--- src/rtl/clz_pkg.sv ---
package clz_pkg;
  localparam int CLZ_DEF_WIDTH = 32;

  typedef enum logic [0:0] {
    INC_ADDER = 1'b0,
    INC_EDGE  = 1'b1
  } inc_style_e;
endpackage

--- src/rtl/clz_smear.sv ---
module clz_smear #(
  parameter int WIDTH = 32
) (
  input  logic [WIDTH-1:0] vec_i,
  output logic [WIDTH-1:0] run_o
);
  localparam int STAGES = $clog2(WIDTH);

  logic [WIDTH-1:0] lvl [0:STAGES];

  assign lvl[0] = vec_i;

  // each level doubles the reach of the ones spread below the top bit
  for (genvar k = 0; k < STAGES; k++) begin : g_lvl
    assign lvl[k+1] = lvl[k] | (lvl[k] >> (1 << k));
  end

  assign run_o = lvl[STAGES];
endmodule

--- src/rtl/clz_inc.sv ---
module clz_inc
  import clz_pkg::*;
#(
  parameter int         WIDTH = 32,
  parameter inc_style_e STYLE = INC_ADDER
) (
  input  logic [WIDTH-1:0] run_i,
  output logic [WIDTH:0]   hot_o
);
  if (STYLE == INC_ADDER) begin : g_add
    // carry may leave the top operand bit, so the sum is one bit wider
    assign hot_o = {1'b0, run_i} + {{WIDTH{1'b0}}, 1'b1};
  end else begin : g_edge
    // for a zeros-then-ones word, +1 marks the first zero above the run
    assign hot_o = {run_i, 1'b1} & ~{1'b0, run_i};
  end
endmodule

--- src/rtl/clz_encode.sv ---
module clz_encode #(
  parameter int WIDTH = 32,
  parameter int CW    = $clog2(WIDTH + 1)
) (
  input  logic [WIDTH:0]  hot_i,
  output logic [CW-1:0]   cnt_o
);
  // each one-hot position drives the code of WIDTH minus that position,
  // so the subtraction folds into the OR tree
  always_comb begin
    cnt_o = '0;
    for (int i = 0; i <= WIDTH; i++) begin
      if (hot_i[i]) cnt_o = cnt_o | CW'(WIDTH - i);
    end
  end
endmodule

--- src/rtl/clz_smear_top.sv ---
module clz_smear_top
  import clz_pkg::*;
#(
  parameter int         WIDTH     = CLZ_DEF_WIDTH,
  parameter inc_style_e INC_STYLE = INC_ADDER,
  localparam int        CW        = $clog2(WIDTH + 1)
) (
  input  logic             clk,
  input  logic             rst,
  input  logic [WIDTH-1:0] operand_i,
  output logic [CW-1:0]    count_o
);
  logic [WIDTH-1:0] smear_w;
  logic [WIDTH:0]   onehot_w;
  logic [CW-1:0]    count_d;

  clz_smear #(.WIDTH(WIDTH)) u_smear (
    .vec_i (operand_i),
    .run_o (smear_w)
  );

  clz_inc #(.WIDTH(WIDTH), .STYLE(INC_STYLE)) u_inc (
    .run_i (smear_w),
    .hot_o (onehot_w)
  );

  clz_encode #(.WIDTH(WIDTH), .CW(CW)) u_enc (
    .hot_i (onehot_w),
    .cnt_o (count_d)
  );

  always_ff @(posedge clk) begin
    if (rst) count_o <= '0;
    else     count_o <= count_d;
  end

  // smear result is a contiguous low run that covers every operand bit
  a_r1_smear_run: assert property (@(posedge clk) disable iff (rst)
    ((smear_w & (smear_w + 1'b1)) == '0) && ((smear_w | operand_i) == smear_w));

  // increment leaves exactly one bit set
  a_r2_onehot: assert property (@(posedge clk) disable iff (rst)
    $onehot(onehot_w));

  // all-zero operand counts the full width
  a_r4_zero_full: assert property (@(posedge clk) disable iff (rst)
    (operand_i == '0) |=> (count_o == CW'(WIDTH)));

  // top bit set gives zero count
  a_r5_msb_zero: assert property (@(posedge clk) disable iff (rst)
    operand_i[WIDTH-1] |=> (count_o == '0));

  // reset clears the output register
  a_r6_reset_clear: assert property (@(posedge clk)
    rst |=> (count_o == '0));

  // count stays in range
  a_r7_range: assert property (@(posedge clk) disable iff (rst)
    count_o <= CW'(WIDTH));
endmodule

--- config.mk ---
export PLATFORM = sky130hd
export DESIGN_NAME = clz_smear_top
export DESIGN_NICKNAME = d
export VERILOG_FILES = /design/src/rtl/clz_pkg.sv /design/src/rtl/clz_smear.sv /design/src/rtl/clz_inc.sv /design/src/rtl/clz_encode.sv /design/src/rtl/clz_smear_top.sv
export SDC_FILE = /design/constraint.sdc
export NUM_CORES = 1
export LEC_CHECK = 0
export CORE_ASPECT_RATIO = 1.75
export CORE_MARGIN = 5
export CORE_UTILIZATION = 37
export CTS_BUF_LIST = sky130_fd_sc_hd__clkbuf_4 sky130_fd_sc_hd__clkbuf_8 sky130_fd_sc_hd__clkbuf_16
export CTS_CLUSTER_SIZE = 8
export DETAILED_ROUTE_END_ITERATION = 7
export GPL_TIMING_DRIVEN = 0
export PLACE_DENSITY = 0.75
export SLEW_MARGIN = 20
export SYNTH_ARGS = -nofsm -noshare
export SYNTH_HDL_FRONTEND = slang
export SYNTH_SLANG_ARGS = --single-unit
--- constraint.sdc ---
create_clock -name clk -period 3.6 [get_ports clk]
set_input_delay 0.72 -clock clk [delete_from_list [all_inputs] [get_ports clk]]
set_output_delay 0.72 -clock clk [all_outputs]
set_load 0.01 [all_outputs]
==> impl_metrics.py <==
metrics = {
    "floorplanning": {
        "die_area_um2": 3500,
        "design.portCount": 40,
        "initial_core_utilization": 0.384,
        "die_width_um": 46.9,
        "core_um2": 2300,
        "die_h_um": 74.6,
        "rows": 23,
    },
    "final_layout": {
        "finish.instance_area_um2": 1500,
        "layout.cells.non_filler": 198,
        "largest_reg_flops": 6,
        "finalNetCount": 209,
        "layout-drive-gt1-share": 0.163,
        "fillerInstances": 224,
        "area_growth_pct": 69.3,
        "top_regs": "count_o: 6 flops",
        "largest_register": "count_o",
    },
    "grt": {
        "grt_pass1_vias": 1176,
        "grt_usage": 0.209,
        "grt_pass1_wl_um": 5320,
        "global_route.overflow_total": 0,
        "number_of_antenna_violations_at_the_first_check_in_global_routing": 0,
        "grt_max_degree": 11,
    },
    "place": {
        "placed_area_um2": 1290,
        "number_of_input_and_output_port_buffers_inserted": 38,
        "placed_cells_incl_taps": 188,
        "place_hpwl_um": 2860,
        "globalplace.congestion": 0.895,
    },
    "timing": {
        "period_share": 0.974,
        "finalHoldViolCount": 0,
        "slew_viols_final": 0,
        "timing.slew.headroom": 0.587,
        "report.final.setup_viol": 0,
        "timing.fmax_mhz": 285,
        "worst-slew-pin-transition_ns": 0.612,
        "timing.final.crit_period_ns": 3.51,
    },
    "route": {
        "drt-pass1-iter-count": 4,
        "vias_per_cell": 6.45,
        "num_vias": 1277,
        "routed_wire_length_per_instance_um": 18.2,
        "wirelength_um": 3610,
        "drt_iter0_markers": 40,
        "postRouteAntennaNets": 0,
        "route.detailed.drc": 0,
    },
    "critical_path": {
        "cpMostUsedCell": "sky130_fd_sc_hd__a41oi_1",
        "kind_of_end_point_of_the_critical_path": "flip-flop",
        "cell_type_of_the_slowest_stage_on_the_worst_timing_path": "sky130_fd_sc_hd__or4_4",
        "timing.critical_path.fanout_max": 6,
        "critPathRequiredTime_ns": 3.69,
        "critical_path_arrival_ns": 3.59,
        "cp_cell_sequence": "clkdlybuf4s50_1, or4_4, nor4_4, and2_0, buf_2, nand3_2, ha_4, a41oi_1, o221ai_1, a2111oi_1, a41oi_1",
        "cpPeakStageDelay_ns": 0.56,
        "crit_type": "input pin to flip-flop",
        "cp-start-kind": "input pin",
    },
    "clocking": {
        "clkSlewWorstSetupHoldPaths_ns": 0.04,
        "clk_root_buffer_cell": "sky130_fd_sc_hd__clkbuf_8",
        "post_cts_hold_buffer_count": 0,
        "cts_sinks": 6,
        "clockBufferDepth": 2,
        "cts_tree": "done",
        "numCtsBuffers": 3,
        "cts-htree-levels": 1,
    },
    "synthesis": {
        "yosys.cell_types.count": 44,
        "post_synth_instance_area_um2": 883,
        "yosysTopAreaCellShare": 0.136,
        "ranking_of_synthesized_cells_by_area": "sky130_fd_sc_hd__dfxtp_1 (14%), sky130_fd_sc_hd__nor4_1 (6.4%), sky130_fd_sc_hd__nor3_1 (5.1%)",
        "synth_async_sr_flop_share": 0,
        "synthesis.instances": 125,
        "syn_nets": 160,
        "seq_area_frac_synth": 0.136,
        "yosysTopAreaCell": "sky130_fd_sc_hd__dfxtp_1",
        "postSynthAreaPerCell_um2": 7.07,
        "ys_warn_count": 0,
        "postSynthRegisterBits": 6,
        "postSynth.topFlopCell": "sky130_fd_sc_hd__dfxtp_1",
        "synth_enable_flop_cells": 0,
    },
    "power": {
        "total_power_w": 0.000254,
        "max-vdd-ir-drop_mv": 0.108,
        "p_per_area_nw_per_um2": 170,
        "static-leakage-power_nw": 0.573,
    },
    "worst_hold_path": {
        "holdCritPathClass": "input pin to flip-flop",
        "depth_of_the_worst_hold_timing_path": 3,
    },
    "job": {
        "drv_cap": 0,
    },
    "run_status": {
        "outcome": "completed",
    },
}
critical path, delay by kind of cell:
kind / cells / cell delay, ns
adder cells (fa/ha/maj): 1 / 0.21
buffers and inverters: 2 / 0.61
AND/OR/NAND/NOR: 4 / 1.21
AO/OA/AOI/OAI: 4 / 0.84
report_power, final:
part | internal, W | total (W) | switching, W
Clock | 0.0000718 | 0.000101 | 0.0000288
Combinational | 0.0000448 | 0.0000848 | 0.0000400
Sequential | 0.0000683 | 0.0000686 | 0.000000315
area by class of cell:
type	instances	area, µm²	share of cell area
diodes	1	2.50	0.00167
plain buffers	4	18.8	0.0126
clock buffers	3	41.3	0.0276
inverters	4	15.0	0.0100
multi-input cells	111	831	0.556
flip-flops and latches	6	120	0.0803
well taps	25	31.3	0.0209
repair buffers	44	435	0.291
cells in the final DEF, fill, tap and decap left out, drive strengths merged, types with 2 or more instances in the layout:
cell / Yosys / final
nand2b: 2 / 2
clkdlybuf4s50: 0 / 31
o311ai: 2 / 2
dfxtp: 6 / 6
dlymetal6s2s: 0 / 5
and3: 2 / 2
nand3: 2 / 2
o22ai: 2 / 2
nor3b: 3 / 3
nand3b: 3 / 3
and2: 2 / 2
nand4: 3 / 3
nand2: 8 / 8
nor3: 9 / 9
o221ai: 2 / 2
dlygate4sd2: 0 / 2
buf: 2 / 9
o21ai: 7 / 7
or4: 7 / 7
a21oi: 5 / 5
or3: 3 / 3
nor4: 11 / 11
a31oi: 4 / 4
inv: 4 / 4
a41oi: 4 / 4
nor2b: 3 / 3
clkbuf: 2 / 4
nor2: 12 / 12
kinds of logic after synthesis:
logic type      synth area share
simple gates               0.501
compound gates             0.300
buf+inv                   0.0368
flops                      0.136
mux                       0.0113
fa+ha+maj                 0.0142
cell usage after synthesis, types with 2 or more instances:
library cell	number
sky130_fd_sc_hd__o21ai_0	7
sky130_fd_sc_hd__a31oi_1	4
sky130_fd_sc_hd__or3_1	3
sky130_fd_sc_hd__nor4_1	9
sky130_fd_sc_hd__nor4_2	2
sky130_fd_sc_hd__o311ai_0	2
sky130_fd_sc_hd__nand3b_1	3
sky130_fd_sc_hd__nand3_1	2
sky130_fd_sc_hd__clkbuf_1	2
sky130_fd_sc_hd__nand2_1	8
sky130_fd_sc_hd__and3_1	2
sky130_fd_sc_hd__o221ai_1	2
sky130_fd_sc_hd__nand2b_1	2
sky130_fd_sc_hd__nor2b_1	3
sky130_fd_sc_hd__nor3_1	9
sky130_fd_sc_hd__nor2_1	12
sky130_fd_sc_hd__or4_1	5
sky130_fd_sc_hd__a41oi_1	4
sky130_fd_sc_hd__or4_4	2
sky130_fd_sc_hd__a21oi_1	4
sky130_fd_sc_hd__inv_1	4
sky130_fd_sc_hd__nor3b_1	3
sky130_fd_sc_hd__dfxtp_1	6
sky130_fd_sc_hd__buf_2	2
sky130_fd_sc_hd__nand4_1	3
sky130_fd_sc_hd__o22ai_1	2
path summary, 6_finish.rpt:
path,start,end,slack [ns]
hold / removal,operand_i[13],count_o[1]$_SDFF_PP0_,1.05
setup / recovery,operand_i[24],count_o[1]$_SDFF_PP0_,0.09
layer usage:
| layer | vias to the layer above | track usage | share of wire |
|---|---|---|---|
| met3 | 20 | 0.0215 | 0.054 |
| li1 | 613 | - | - |
| met2 | 62 | 0.371 | 0.54 |
| met1 | 582 | 0.207 | 0.34 |
| met4 | 0 | 0.163 | 0.069 |
| met5 | - | 0 | 0 |
repair_timing:
item | 4_1_cts | 5_1_grt
pin swaps | 5 | 2
gates resized for setup | 12 | 13
buffers inserted | 4 | 2
setup endpoints to repair | 5 | 5
through the flow:
step | worst slack [ns] | utilization | hold WS [ns] | setup TNS [ns]
finish | 0.0944 | 0.649 | 1.05 | 0
global route | -0.00167 | 0.648 | 1.07 | -0.00167
floorplan | 0.226 | - | 0.789 | 0
CTS | 0.0114 | 0.615 | 1.17 | 0
global placement | -0.686 | 0.563 | 1.38 | -2.79
detailed placement | -0.754 | 0.563 | 1.39 | -3.00
(Power assumes the default switching activity.)
